### src/rtl/frac_eval_pkg.sv
package frac_eval_pkg;
  // Number of fraction bits; one pipeline stage per bit.
  parameter int FRAC_W = 4;

  // Strobes from control to datapath: per-stage register load enables.
  typedef struct packed {
    logic [FRAC_W-1:0] load;
  } strobe_t;
endpackage

### src/rtl/frac_bit_stage.sv
module frac_bit_stage #(
  parameter int SW    = 28,
  parameter int UW    = 12,
  parameter int FW    = 4,
  parameter int STAGE = 0
) (
  input  logic                 clk,
  input  logic                 rstN,
  input  logic                 load,
  input  logic signed [SW-1:0] errIn,
  input  logic signed [SW-1:0] denIn,
  input  logic        [UW-1:0] uIn,
  input  logic        [FW-1:0] bitsIn,
  output logic signed [SW-1:0] errOut,
  output logic signed [SW-1:0] denOut,
  output logic        [UW-1:0] uOut,
  output logic        [FW-1:0] bitsOut
);
  localparam int SHIFT = STAGE + 1;
  localparam int POS   = FW - 1 - STAGE;

  logic signed [SW-1:0] step;
  logic signed [SW-1:0] trial;
  logic                 take;
  logic signed [SW-1:0] errNext;
  logic        [FW-1:0] bitsNext;

  // Guard bits make this shift exact for every stage.
  assign step  = denIn >>> SHIFT;
  assign trial = errIn + step;
  assign take  = trial[SW-1] || (trial == '0);

  always_comb begin
    bitsNext      = bitsIn;
    bitsNext[POS] = take;
    errNext       = take ? trial : errIn;
  end

  always_ff @(posedge clk or negedge rstN) begin
    if (!rstN) begin
      errOut  <= '0;
      denOut  <= '0;
      uOut    <= '0;
      bitsOut <= '0;
    end else if (load) begin
      errOut  <= errNext;
      denOut  <= denIn;
      uOut    <= uIn;
      bitsOut <= bitsNext;
    end
  end
endmodule

### src/rtl/frac_ctrl.sv
module frac_ctrl
  import frac_eval_pkg::*;
(
  input  logic              clk,
  input  logic              rstN,
  input  logic              inValid,
  output strobe_t           strobes,
  output logic [FRAC_W-1:0] stageValid
);
  always_ff @(posedge clk or negedge rstN) begin
    if (!rstN) begin
      stageValid <= '0;
    end else begin
      stageValid[0] <= inValid;
      for (int s = 1; s < FRAC_W; s++) begin
        stageValid[s] <= stageValid[s-1];
      end
    end
  end

  always_comb begin
    strobes.load[0] = inValid;
    for (int s = 1; s < FRAC_W; s++) begin
      strobes.load[s] = stageValid[s-1];
    end
  end
endmodule

### src/rtl/frac_datapath.sv
module frac_datapath
  import frac_eval_pkg::*;
#(
  parameter int ERR_W = 24,
  parameter int INT_W = 12,
  localparam int SW   = ERR_W + FRAC_W
) (
  input  logic                         clk,
  input  logic                         rstN,
  input  strobe_t                      strobes,
  input  logic        [ERR_W-1:0]      inErr,
  input  logic        [ERR_W-1:0]      inDen,
  input  logic        [INT_W-1:0]      inU,
  output logic        [INT_W+FRAC_W-1:0] coordOut,
  output logic [FRAC_W-1:0][SW-1:0]    stageErr,
  output logic [FRAC_W-1:0][SW-1:0]    stageDen
);
  logic signed [SW-1:0]     errChain  [FRAC_W+1];
  logic signed [SW-1:0]     denChain  [FRAC_W+1];
  logic        [INT_W-1:0]  uChain    [FRAC_W+1];
  logic        [FRAC_W-1:0] bitsChain [FRAC_W+1];

  // Append guard bits: scaling by 2^FRAC_W keeps all shifts exact.
  assign errChain[0]  = {inErr, {FRAC_W{1'b0}}};
  assign denChain[0]  = {inDen, {FRAC_W{1'b0}}};
  assign uChain[0]    = inU;
  assign bitsChain[0] = '0;

  for (genvar s = 0; s < FRAC_W; s++) begin : g_stage
    frac_bit_stage #(
      .SW(SW), .UW(INT_W), .FW(FRAC_W), .STAGE(s)
    ) u_stage (
      .clk    (clk),
      .rstN   (rstN),
      .load   (strobes.load[s]),
      .errIn  (errChain[s]),
      .denIn  (denChain[s]),
      .uIn    (uChain[s]),
      .bitsIn (bitsChain[s]),
      .errOut (errChain[s+1]),
      .denOut (denChain[s+1]),
      .uOut   (uChain[s+1]),
      .bitsOut(bitsChain[s+1])
    );
    assign stageErr[s] = errChain[s+1];
    assign stageDen[s] = denChain[s+1];
  end

  assign coordOut = {uChain[FRAC_W], bitsChain[FRAC_W]};
endmodule

### src/rtl/frac_evaluator.sv
module frac_evaluator
  import frac_eval_pkg::*;
#(
  parameter int ERR_W = 24,
  parameter int INT_W = 12
) (
  input  logic                      clk,
  input  logic                      rstN,
  input  logic                      inValid,
  input  logic [ERR_W-1:0]          inErr,
  input  logic [ERR_W-1:0]          inDen,
  input  logic [INT_W-1:0]          inU,
  output logic                      outValid,
  output logic [INT_W+FRAC_W-1:0]   coordOut
);
  localparam int SW = ERR_W + FRAC_W;

  strobe_t                  strobes;
  logic [FRAC_W-1:0]        stageValid;
  logic [FRAC_W-1:0][SW-1:0] stageErr;
  logic [FRAC_W-1:0][SW-1:0] stageDen;

  frac_ctrl u_ctrl (
    .clk       (clk),
    .rstN      (rstN),
    .inValid   (inValid),
    .strobes   (strobes),
    .stageValid(stageValid)
  );

  frac_datapath #(.ERR_W(ERR_W), .INT_W(INT_W)) u_dp (
    .clk     (clk),
    .rstN    (rstN),
    .strobes (strobes),
    .inErr   (inErr),
    .inDen   (inDen),
    .inU     (inU),
    .coordOut(coordOut),
    .stageErr(stageErr),
    .stageDen(stageDen)
  );

  assign outValid = stageValid[FRAC_W-1];
endmodule

### config.mk
export PLATFORM = sky130hd
export DESIGN_NAME = frac_evaluator
export DESIGN_NICKNAME = d
export VERILOG_FILES = /design/src/rtl/frac_eval_pkg.sv /design/src/rtl/frac_bit_stage.sv /design/src/rtl/frac_ctrl.sv /design/src/rtl/frac_datapath.sv /design/src/rtl/frac_evaluator.sv
export SDC_FILE = /design/constraint.sdc
export NUM_CORES = 1
export LEC_CHECK = 0
export BUFFER_PORTS_ARGS = -buffer_cell sky130_fd_sc_hd__buf_2
export CAP_MARGIN = 20
export CELL_PAD_IN_SITES_DETAIL_PLACEMENT = 0
export CELL_PAD_IN_SITES_GLOBAL_PLACEMENT = 1
export CORE_MARGIN = 2
export CORE_UTILIZATION = 54
export CTS_BUF_LIST = sky130_fd_sc_hd__clkbuf_4 sky130_fd_sc_hd__clkbuf_8
export DETAILED_ROUTE_END_ITERATION = 7
export GPL_ROUTABILITY_DRIVEN = 1
export GPL_TIMING_DRIVEN = 0
export HOLD_SLACK_MARGIN = 0.15
export PLACE_DENSITY_LB_ADDON = 0.1
export SYNTH_ARGS = -nofsm -noshare
export SYNTH_HDL_FRONTEND = slang
export SYNTH_SLANG_ARGS = --single-unit
### constraint.sdc
create_clock -name clk -period 8.7 [get_ports clk]
set_input_delay 0.87 -clock clk [delete_from_list [all_inputs] [get_ports clk]]
set_output_delay 0.87 -clock clk [all_outputs]
set_load 0.05 [all_outputs]
==> results of run 1 <==
-- cell type report --
type	instances	share of cell area [%]
Timing Repair Buffer	80	2.574
Inverter	48	1.071
Sequential cell	212	31.55
Clock buffer	52	3.958
Clock inverter	9	0.5431
Buffer	89	2.373
Tap cell	378	2.812
Multi-Input combinational cell	1275	55.12
-- through the flow --
step | power (mW) | hold WS (ns) | instances
2_1_floorplan | 3.845 | 0.3519 | 1624
3_3_place_gp | 4.716 | 0.3592 | 2081
3_5_place_dp | 4.750 | 0.3614 | 2082
4_1_cts | 5.730 | 0.3719 | 2143
5_1_grt | 6.170 | 0.3896 | 2143
6_report | 5.761 | 0.3782 | 2143
-- power by group --
group          internal (mW)  leakage (nW)  switching, mW
clock network          0.527         0.404          0.424
registers               1.25          2.47          0.273
logic                   1.25          4.27           2.04
total                   3.03          7.15           2.73
-- cell families (layout without fill, tap and decap cells) --
kind of cell    Yosys count  count (layout)
mux                     144             144
flops                   212             212
buf+inv                 137             278
simple gates            484             484
compound gates          483             483
fa+ha+maj               102             102
xor+xnor                 62              62
-- worst max-delay path, delay by kind of cell, from the launching register on --
family / cells / cell delay [ns]
AO/OA/AOI/OAI: 6 / 1.69
adder cells (fa/ha/maj): 2 / 0.65
flip-flops: 1 / 0.44
AND/OR/NAND/NOR: 4 / 1.13
buffers and inverters: 2 / 0.58
-- state kept, by name, summed over array words and instances (netlist names) --
signal / cells
u_dp.g_stage.u_stage.bitsOut: 10
u_dp.g_stage.u_stage.uOut: 48
u_dp.g_stage.u_stage.errOut: 78
u_dp.g_stage.u_stage.denOut: 72
u_ctrl.stageValid: 4
-- metal layers --
metal	vias up	wire [um]	track usage, %
li1	6367	-	-
met1	6388	19030	39.15
met2	385	22830	55.93
met3	101	2027	3.221
met4	0	2242	15.51
met5	-	0	0
-- path summary, 6_finish.rpt --
path	startpoint	to	slack, ns
hold reg to reg	u_ctrl.stageValid[0]	u_ctrl.stageValid[1]	0.38
min in group asynchronous	rstN	u_dp.g_stage[2].u_stage.denOut[24]	0.40
setup reg to reg	u_dp.g_stage[1].u_stage.denOut[5]	u_dp.g_stage[2].u_stage.bitsOut[1]	4.13
hold / removal	u_ctrl.stageValid[0]	u_ctrl.stageValid[1]	0.38
max in group asynchronous	rstN	u_dp.g_stage[0].u_stage.denOut[4]	7.30
setup / recovery	u_dp.g_stage[1].u_stage.denOut[5]	u_dp.g_stage[2].u_stage.bitsOut[1]	4.13
-- layout by cell type, fill, tap and decap left out, types with 14 or more instances in the layout --
cell type | synthesis | layout
and3_1 | 17 | 17
nor2_1 | 101 | 101
inv_1 | 48 | 48
nand4_1 | 19 | 19
a211oi_1 | 21 | 21
nand3b_1 | 14 | 14
a21oi_1 | 105 | 105
buf_1 | 14 | 14
dfrtp_1 | 212 | 212
nor4_1 | 27 | 27
nand2_1 | 108 | 108
o21a_1 | 23 | 23
mux2_2 | 123 | 123
a31oi_1 | 22 | 22
xnor2_1 | 34 | 34
buf_2 | 9 | 87
a21o_1 | 41 | 41
o31ai_1 | 17 | 17
nand3_1 | 37 | 37
nor3_1 | 56 | 56
clkbuf_8 | 0 | 44
o211ai_1 | 32 | 32
or3_1 | 18 | 18
o21ai_0 | 101 | 101
clkbuf_1 | 55 | 55
ha_1 | 98 | 98
xor2_1 | 28 | 28
mux2i_1 | 19 | 19
==> summary.md, run 1 <==
| Metric | Value |
|---|---|
| Gpl congestion | 0.9242 |
| Num Clock Sinks | 212 |
| GRT Util Overall | 31.85% |
| Placement Setup Slack | 3.865 ns |
| Hold depth | 0 |
| # DRC | 0 |
| Die Wd | 171.5 um |
| Initial DRT Pass Iterations | 5 |
| Yosys cell types | 87 |
| PortBufs | 79 |
| Placed cell areas | 16060 um2 |
| CP Launch Type | flip-flop |
| Final hold vios | 0 |
| Cells along the critical path | ha_1 -> inv_1 -> fa_1 -> nand2b_1 -> a21oi_1 -> o21ai_0 -> a211oi_1 -> o21ai_0 -> nor4_1 -> nand4_1 -> nor3_1 -> clkbuf_1 -> a21oi_1 -> a21oi_1 |
| Worst Skew | 0.04856 ns |
| Layout cells sized above 1 | 18.75% |
| Achievable Freq | 0.2189 GHz |
| Fin crit share | 52.50% |
| Critical path's most frequent cell | a21oi_1 |
| Syn nets | 1789 |
| CTS Hold Bufs | 0 |
| Setup violators final | 0 |
| Die Footprint | 29420 um2 |
| Final TNS setup | 0 ns |
| Worst-Margin Slew | 1.004 ns |
| Largest net degree at the start of global routing | 121 |
| Most common flop cell mapped by yosys | dfrtp_1 |
| Worst Path Max Fanout | 10 |
| Total congestion overflow | 0 |
| Initial core utilization | 54.70% |
| Worst VDD drop | 0.0001387 V |
| Tmin final | 4.568 ns |
| Final Instance Area | 16820 um2 |
| Num CTS Buffers | 37 |
| Max_slew headroom | 31.34% |
| Area grow syn2layout | 10.97% |
| Clock root cell | clkbuf_8 |
| Asr flop ratio synth | 100.0% |
| Hold Path Class | flip-flop to flip-flop |
| Largest family of logic cells by synthesized area | compound AO/OA/AOI/OAI gates |
| Simple-Gate Fraction of Synth Area | 16.57% |
| Layout fillers | 2467 |
| PostCTS Resize Cnt | 0 |
| Detailed-route wire length | 46130 um |
| Die span in y | 171.5 um |
| Number of synthesized flops with an enable pin | 0 |
| Critical path data arrival time | 5.03 ns |
| Most common cell in the synthesized netlist | dfrtp_1 |
| Post-DRT Antenna Nets | 0 |
| Crit end category | flip-flop |
| Power Density | 342.6 nW/um2 |
| Top Ports | 80 |
| RSZ-0062 raised after global routing | no |
| Skew-Pair Late Insertion Delay | 0.56 ns |
| Final core utilization | 60.70% |
| ANT cells | 0 |
| Top post-synthesis cells by count | 212 x dfrtp_1, 123 x mux2_2, 108 x nand2_1 |
| Initial antenna violation count | 0 |
| Max Slew Vio Count | 0 |
| Vias in the first global route | 13.23k |
| Post-DP HPWL | 36990 um |
| Cells after synthesis | 1624 |
| Post-synthesis compound-gate area fraction | 21.80% |
| Max-cap violation count | 0 |
| Status | finished clean |
| R2R depth | 14 |
| Top-area cell type share of the netlist area | 35.01% |
| Synth top area cells | dfrtp_1 35%, mux2_2 9.1%, ha_1 8.1%, a21oi_1 3.5%, o21ai_0 3.3% |
| CTS Buffer Depth | 3 |
| Global-route wire length before repair | 72100 um |
| Slowest cell delay on critical path | 0.51 ns |
| Nets | 1908 |
| Register area | 5305 um2 |
| Sequential area share after synthesis | 35.01% |
| Clk slew on worst S/H paths | 0.06 ns |
| H-Tree Depth | 2 |
| Drt wl/cell | 21.53 um |
| Multi-input logic area | 9270 um2 |
| Vias post-DR | 13.24k |
| CP required | 9.16 ns |
| Critical path type | flip-flop to flip-flop |
| Syn avg cell area | 9.332 um2 |
| Cell leakage power | 7.148 nW |
| Critical-path cell with the highest stage delay | clkbuf_1 |
| Iteration-0 DRC Markers | 804 |
| Core Region | 27710 um2 |
| Drt via density | 6.179 |
| Row count | 61 |
| Area leader, netlist | dfrtp_1 |
| Flops & latches, synth | 212 |
| Multiplexer area fraction after synthesis | 10.59% |
| Post-route setup slack | 4.132 ns |
| Post-Synthesis Cell Area | 15150 um2 |
| Post-synthesis xor/xnor area fraction | 3.583% |
| Postcts setup bufs | 0 |
| Adder-Cell Fraction of Synth Area | 8.620% |
| CTS tree | done |
| Ys Warns | 0 |
Power figures use the tool's default switching activity.
==> run 2: changes to the inputs <==
CORE_UTILIZATION = 50   (was 54)
clock period = 4.6 ns   (was 8.7 ns; I/O delays follow)
==> summary.md, run 2 (synthesis results as in run 1) <==
| Metric | Value |
|---|---|
| Crit end category | flip-flop (unchanged) |
| Final core utilization | 57.98% (was 60.70%) |
| Slowest cell delay on critical path | 0.62 ns (was 0.51 ns) |
| Num Clock Sinks | 212 (unchanged) |
| Drt wl/cell | 21.57 um (was 21.53 um) |
| Layout fillers | 2699 (was 2467) |
| Hold Path Class | input port to flip-flop (was flip-flop to flip-flop) |
| Most common cell after layout, fill and taps aside | dfrtp_1 (unchanged) |
| H-Tree Depth | 2 (unchanged) |
| Vias post-DR | 13.39k (was 13.24k) |
| ANT cells | 0 (unchanged) |
| Num CTS Buffers | 38 (was 37) |
| Routing usage on met1 | 36.48% (was 39.15%) |
| Global routing's busiest layer | met2 (unchanged) |
| Power Density | 649.7 nW/um2 (was 342.6 nW/um2) |
| Worst Path Max Fanout | 5 (was 10) |
| Cell leakage power | 7.318 nW (was 7.148 nW) |
| Met2 Use GR | 53.59% (was 55.93%) |
| FF-to-FF setup slack | 0.26 ns (was 4.13 ns) |
| Clk slew on worst S/H paths | 0.06 ns (about the same) |
| Critical-path cell with the highest stage delay | nor4_1 (was clkbuf_1) |
| Core Region | 29720 um2 (was 27710 um2) |
| Max-cap violation count | 0 (unchanged) |
| Commonest cells after routing, fill and taps aside | 212 x dfrtp_1, 123 x mux2_2, 108 x nand2_1 (unchanged) |
| Biggest regs | u_dp.g_stage.u_stage.errOut: 78 flops, u_dp.g_stage.u_stage.denOut: 72 flops, u_dp.g_stage.u_stage.uOut: 48 flops (unchanged) |
| CP required | 5.05 ns (was 9.16 ns) |
| Die Footprint | 31720 um2 (was 29420 um2) |
| Drt via density | 6.136 (was 6.179) |
| Tmin final | 4.360 ns |
| Final hold slack | 0.1719 ns (was 0.3782 ns) |
| GRT Util Overall | 30.28% (was 31.85%) |
| Iteration-0 DRC Markers | 800 (was 804) |
| Worst Hold Launch | inDen[18] (was u_ctrl.stageValid[0]) |
| Clock root cell | clkbuf_8 (unchanged) |
| Max Slew Vio Count | 0 (unchanged) |
| Top Ports | 80 (unchanged) |
| Achievable Freq | 0.2293 GHz |
| Met3 track demand over resource | 3.410% (was 3.221%) |
| Die Wd | 178.1 um (was 171.5 um) |
| Detailed-route wire length | 47060 um (was 46130 um) |
| Skew-Pair Late Insertion Delay | 0.57 ns (was 0.56 ns) |
| Largest net degree at the start of global routing | 80 (was 121) |
| # DRC | 0 (unchanged) |
| Max_slew headroom | 37.25% (was 31.34%) |
| RSZ-0062 raised after global routing | no (unchanged) |
| Initial core utilization | 51.00% (was 54.70%) |
| CTS tree | done (unchanged) |
| Total congestion overflow | 0 (unchanged) |
| Post-DP HPWL | 37890 um (was 36990 um) |
| CP Launch Type | input port (was flip-flop) |
| Top reg by flops | u_dp.g_stage.u_stage.errOut (unchanged) |
| Initial DRT Pass Iterations | 6 (was 5) |
| Placed cell areas | 16100 um2 (was 16060 um2) |
| Worst VDD drop | 0.0003370 V (was 0.0001387 V) |
| CTS Buffer Depth | 3 (unchanged) |
| Initial antenna violation count | 0 (unchanged) |
| Worst Skew | 0.02907 ns (was 0.04856 ns) |
| Row count | 63 (was 61) |
| Critical path data arrival time | 4.81 ns (was 5.03 ns) |
| Nets | 1932 (was 1908) |
| Post-route setup slack | 0.2395 ns (was 4.132 ns) |
| Postcts setup bufs | 0 (unchanged) |
| Final Instance Area | 17230 um2 (was 16820 um2) |
| Global-route wire length before repair | 74370 um (was 72100 um) |
| Final TNS setup | 0 ns (unchanged) |
| Area grow syn2layout | 13.69% (was 10.97%) |
| Crit Reg-Reg Startpoint | u_dp.g_stage[1].u_stage.errOut[21] (was u_dp.g_stage[1].u_stage.denOut[5]) |
| Status | finished clean (unchanged) |
| Largest register FFs | 78 (unchanged) |
| Cells along the critical path | dlygate4sd3_1 -> buf_2 -> ha_1 -> a21o_1 -> a211oi_1 -> o21a_1 -> xnor2_1 -> a2111oi_2 -> nand4_1 -> or4b_1 -> nor4_1 -> nand3_1 -> and3_1 (was ha_1 -> inv_1 -> fa_1 -> nand2b_1 -> a21oi_1 -> o21ai_0 -> a211oi_1 -> o21ai_0 -> nor4_1 -> nand4_1 -> nor3_1 -> clkbuf_1 -> a21oi_1 -> a21oi_1) |
| Layout cells sized above 1 | 18.97% (was 18.75%) |
| CP Launch Point | inDen[5] (was u_dp.g_stage[1].u_stage.denOut[5]) |
| Die span in y | 178.1 um (was 171.5 um) |
| Finished Layout Cells | 2182 (was 2143) |
| Fin crit share | 94.79% |
| Vias in the first global route | 13.59k (was 13.23k) |
| PortBufs | 79 (unchanged) |
| Setup violators final | 0 (unchanged) |
| Post-DRT Antenna Nets | 0 (unchanged) |
| Power Total | 11.19 mW (was 5.761 mW) |
| Placed cell count | 2095 (was 2082) |
| Critical path type | input port to flip-flop (was flip-flop to flip-flop) |
| Placement Setup Slack | 0.1044 ns (was 3.865 ns) |
| Gpl congestion | 0.9122 (was 0.9242) |
| Final hold vios | 0 (unchanged) |
| Worst-Margin Slew | 0.9175 ns (was 1.004 ns) |
run 2: changes by cell type in the layout (fill, tap and decap cells not counted), moves of 2 or more:
cell and delta:
dlygate4sd3_1 +22, clkinv_8 +2, bufinv_16 +4, clkbuf_4 +2
run 2: worst paths after layout:
check	endpoint	depth (start not counted)
max	u_dp.g_stage[0].u_stage.errOut[6]	13
min	u_dp.g_stage[0].u_stage.denOut[22]	2
max reg2reg	u_dp.g_stage[2].u_stage.bitsOut[1]	13
min reg2reg	u_ctrl.stageValid[1]	0
max in group asynchronous	u_dp.g_stage[0].u_stage.errOut[9]	4
min in group asynchronous	u_dp.g_stage[2].u_stage.errOut[20]	2
run 2: layout make-up:
cell class	instances	area [um2]	share of cell area, %
Sequential cell	212	5305	30.79
Clock buffer	53	666.9	3.871
Timing Repair Buffer	103	680.7	3.951
Tap cell	390	488.0	2.832
Clock inverter	12	219.0	1.271
Buffer	89	399.1	2.317
Multi-Input combinational cell	1275	9290	53.92
Inverter	48	180.2	1.046
run 2: metal layers:
| layer | vias to the layer above | share of wire, % | routed length (um) |
|---|---|---|---|
| li1 | 6419 | - | - |
| met1 | 6455 | 41 | 19410 |
| met2 | 386 | 49 | 23140 |
| met3 | 129 | 4.4 | 2052 |
| met4 | 0 | 5.2 | 2452 |
| met5 | - | 0 | 0 |
run 2: timing repair:
item,in CTS,in global routing
gates resized for setup,0,6
endpoints found under the hold margin,83,0
endpoints found under the setup margin,0,16
hold buffers,22,0
run 2: critical path: cells and delay by family:
kind	cells	cell delay, ns
AOI/OAI and AO/OA	4	1.47
and+or+nand+nor	5	1.74
adders and majority gates	1	0.32
xor gates and xnor gates	1	0.16
buffers and inverters	2	0.66
run 2: report_power, final:
| group | internal, mW | total (mW) | switching, mW |
|---|---|---|---|
| Clock | 1.23 | 2.05 | 0.818 |
| Sequential | 2.36 | 2.87 | 0.511 |
| Combinational | 2.39 | 6.27 | 3.88 |
| Total | 5.98 | 11.2 | 5.21 |
==> run 3: changes to the inputs <==
GPL_TIMING_DRIVEN = unset   (was 0)
==> summary.md, run 3 (synthesis results as in run 1) <==
| Metric | Value |
|---|---|
| Largest register FFs | 78 (unchanged) |
| Worst Hold Launch | inDen[15] (was inDen[18]) |
| H-Tree Depth | 2 (unchanged) |
| Post-route setup slack | 0.2694 ns (was 0.2395 ns) |
| R2R depth | 13 (unchanged) |
| Initial DRT Pass Iterations | 5 (was 6) |
| Vias in the first global route | 13.17k (was 13.59k) |
| Biggest regs | u_dp.g_stage.u_stage.errOut: 78 flops, u_dp.g_stage.u_stage.denOut: 72 flops, u_dp.g_stage.u_stage.uOut: 48 flops (unchanged) |
| Cells along the critical path | dlygate4sd3_1 -> buf_2 -> ha_1 -> a21o_1 -> a211oi_1 -> o21a_1 -> xnor2_1 -> a2111oi_2 -> nand4_1 -> or4b_1 -> nor4_1 -> buf_4 -> nand3_1 -> and3_1 (was dlygate4sd3_1 -> buf_2 -> ha_1 -> a21o_1 -> a211oi_1 -> o21a_1 -> xnor2_1 -> a2111oi_2 -> nand4_1 -> or4b_1 -> nor4_1 -> nand3_1 -> and3_1) |
| Fin crit share | 94.14% (was 94.79%) |
| Top reg by flops | u_dp.g_stage.u_stage.errOut (unchanged) |
| Slowest cell delay on critical path | 0.52 ns (was 0.62 ns) |
| ANT cells | 0 (unchanged) |
| Skew-Pair Late Insertion Delay | 0.56 ns (was 0.57 ns) |
| Psw | 5.091 mW (was 5.210 mW) |
| Placement Setup Slack | 0.2877 ns (was 0.1044 ns) |
| # DRC | 0 (unchanged) |
| Num CTS Buffers | 39 (was 38) |
| Initial antenna violation count | 0 (unchanged) |
| Crit Reg-Reg Startpoint | u_dp.g_stage[0].u_stage.denOut[5] (was u_dp.g_stage[1].u_stage.errOut[21]) |
| Critical path type | input port to flip-flop (unchanged) |
| Crit path max-delay family | simple AND/OR/NAND/NOR gates (unchanged) |
| Largest net degree at the start of global routing | 95 (was 80) |
| End of the worst hold path | u_dp.g_stage[0].u_stage.denOut[19] (was u_dp.g_stage[0].u_stage.denOut[22]) |
| Final hold vios | 0 (unchanged) |
| Hold depth | 2 (unchanged) |
| Nets | 1861 (was 1932) |
| Combinational power share | 55.5% (was 56.1%) |
| CP required | 5.03 ns (was 5.05 ns) |
| Setup violators final | 0 (unchanged) |
| Achievable Freq | 0.2309 GHz (was 0.2293 GHz) |
| Multi-input logic area | 9290 um2 (unchanged) |
| CP Launch Type | input port (unchanged) |
| FF-to-FF setup slack | 0.35 ns (was 0.26 ns) |
| Power Density | 653.2 nW/um2 (was 649.7 nW/um2) |
| Detailed-route wire length | 44720 um (was 47060 um) |
| Global-route wire length before repair | 71000 um (was 74370 um) |
| Area grow syn2layout | 12.01% (was 13.69%) |
| Initial core utilization | 51.00% (unchanged) |
| CTS tree | done (unchanged) |
| GRT Util Overall | 28.59% (was 30.28%) |
| Clk slew on worst S/H paths | 0.06 ns (about the same) |
| Post-DRT Antenna Nets | 0 (unchanged) |
| Die Wd | 178.1 um (unchanged) |
| Tmin final | 4.331 ns (was 4.360 ns) |
| Critical-path cell with the highest stage delay | dlygate4sd3_1 (was nor4_1) |
| Total congestion overflow | 0 (unchanged) |
| CTS Buffer Depth | 3 (unchanged) |
| CP bufs+invs | 3 (was 2) |
| Placed cell count | 2029 (was 2095) |
| Worst Skew | 0.03757 ns (was 0.02907 ns) |
| Iteration-0 DRC Markers | 761 (was 800) |
| Gpl congestion | 0.9769 (was 0.9122) |
| Die span in y | 178.1 um (unchanged) |
| Hold Path Class | input port to flip-flop (unchanged) |
| Cell leakage power | 7.243 nW (was 7.318 nW) |
| Register area | 5310 um2 (was 5305 um2) |
| Reg power frac | 25.7% (about the same) |
| Cell internal pwr | 5.997 mW (was 5.983 mW) |
| Top Ports | 80 (unchanged) |
| Clock network power share | 18.8% (was 18.3%) |
| Core Region | 29720 um2 (unchanged) |
| Finished Layout Cells | 2117 (was 2182) |
| Layout cells sized above 1 | 20.32% (was 18.97%) |
| Max Slew Vio Count | 0 (unchanged) |
| Final TNS setup | 0 ns (unchanged) |
| Most common cell after layout, fill and taps aside | dfrtp_1 (unchanged) |
| Net Sw Frac | 45.92% (was 46.55%) |
| Clock root cell | clkbuf_8 (unchanged) |
| Crit end category | flip-flop (unchanged) |
| Drt via density | 6.173 (was 6.136) |
| Max-cap violation count | 0 (unchanged) |
| Drt wl/cell | 21.12 um (was 21.57 um) |
| Commonest cells after routing, fill and taps aside | 210 x dfrtp_1, 123 x mux2_2, 108 x nand2_1 (was 212 x dfrtp_1, 123 x mux2_2, 108 x nand2_1) |
| Worst VDD drop | 0.0003799 V (was 0.0003370 V) |
| Status | finished clean (unchanged) |
| Die Footprint | 31720 um2 (unchanged) |
| Worst-Margin Slew | 0.9596 ns (was 0.9175 ns) |
| PortBufs | 79 (unchanged) |
| Row count | 63 (unchanged) |
| Max_slew headroom | 35.96% (was 37.25%) |
| Layout fillers | 2685 (was 2699) |
| Capturing point of the worst reg2reg path | u_dp.g_stage[1].u_stage.errOut[11] (was u_dp.g_stage[2].u_stage.bitsOut[1]) |
| Critical path data arrival time | 4.76 ns (was 4.81 ns) |
| RSZ-0062 raised after global routing | no (unchanged) |
| Num Clock Sinks | 212 (unchanged) |
| Post-DP HPWL | 34520 um (was 37890 um) |
| Vias post-DR | 13.07k (was 13.39k) |
| Worst Path Max Fanout | 5 (unchanged) |
## run 3: changes by cell type in the layout (fill, tap and decap cells not counted), moves of 3 or more
cell and change:
clkbuf_1 -54, buf_4 +16, buf_1 -15, clkbuf_8 +12
buf_2 -9, dlygate4sd3_1 -6, clkbuf_4 -5, bufinv_16 -3
## run 3: metal layers
metal / part of all wire, % / vias up / track usage (%)
met1: 44 / 6351 / 36.85
li1: - / 6266 / -
met2: 48 / 339 / 48.59
met5: 0 / - / 0
met4: 4.3 / 0 / 11.71
met3: 3.9 / 112 / 3.602
## run 3: area by class of cell
| class | count | share of cell area [%] |
|---|---|---|
| Multi-Input combinational cell | 1275 | 54.73 |
| Sequential cell | 212 | 31.28 |
| Clock buffer | 60 | 4.680 |
| Timing Repair Buffer | 120 | 4.585 |
| Tap cell | 390 | 2.875 |
| Inverter | 48 | 1.061 |
| Clock inverter | 12 | 0.7887 |
## run 3: per-stage QoR
step                total power, mW  util [%]  hold WS, ns  area (um2)
CTS                           11.05     57.10       0.1513       16970
floorplan                     7.272         -       0.1644       15150
global route                  11.89     57.12       0.1609       16980
finish                        11.09     57.12       0.1713       16980
global placement              8.868     53.43       0.4791       15880
detailed placement            8.916     53.43       0.4879       15880
## run 3: worst register-to-register path: stages, from the launching register on
cell and delay (ns):
dfrtp_1 0.47, ha_1 0.27, fa_1 0.40, a21o_1 0.20, and4_4 0.22, o31a_1 0.26
or4_4 0.51, a2111oi_4 0.36, o2111ai_1 0.23, nor4b_1 0.35, and4_1 0.23, buf_4 0.27
a211oi_2 0.08, mux2_4 0.27
## run 3: repair_timing
action	in CTS	in global routing
gates resized for setup	0	2
setup endpoints to repair	0	1
hold buffers	16	0
hold endpoints to repair	107	0
buffers inserted	0	0
## run 3: worst max-delay path by stage
stage / from / endpoint / slack (ns) / cells after the start
after floorplan: u_dp.g_stage[0].u_stage.errOut[3] / u_dp.g_stage[1].u_stage.errOut[10] / 0.83 / 15
after global placement: inErr[0] / u_dp.g_stage[0].u_stage.errOut[6] / 0.34 / 15
after detailed placement: inErr[0] / u_dp.g_stage[0].u_stage.errOut[6] / 0.29 / 15
after CTS: inDen[5] / u_dp.g_stage[0].u_stage.errOut[6] / 0.34 / 14
after global routing: inDen[5] / u_dp.g_stage[0].u_stage.errOut[6] / 0.09 / 14
final: inDen[5] / u_dp.g_stage[0].u_stage.errOut[6] / 0.27 / 14
## run 3: power groups by stage
stage | Sequential [mW] | Clock [mW] | Combinational (mW)
after floorplan | 2.73 | 0 | 4.54
after global placement | 2.86 | 0 | 6.01
after detailed placement | 2.88 | 0 | 6.04
after CTS | 2.85 | 2.12 | 6.08
after global routing | 2.91 | 2.20 | 6.78
final | 2.85 | 2.08 | 6.15
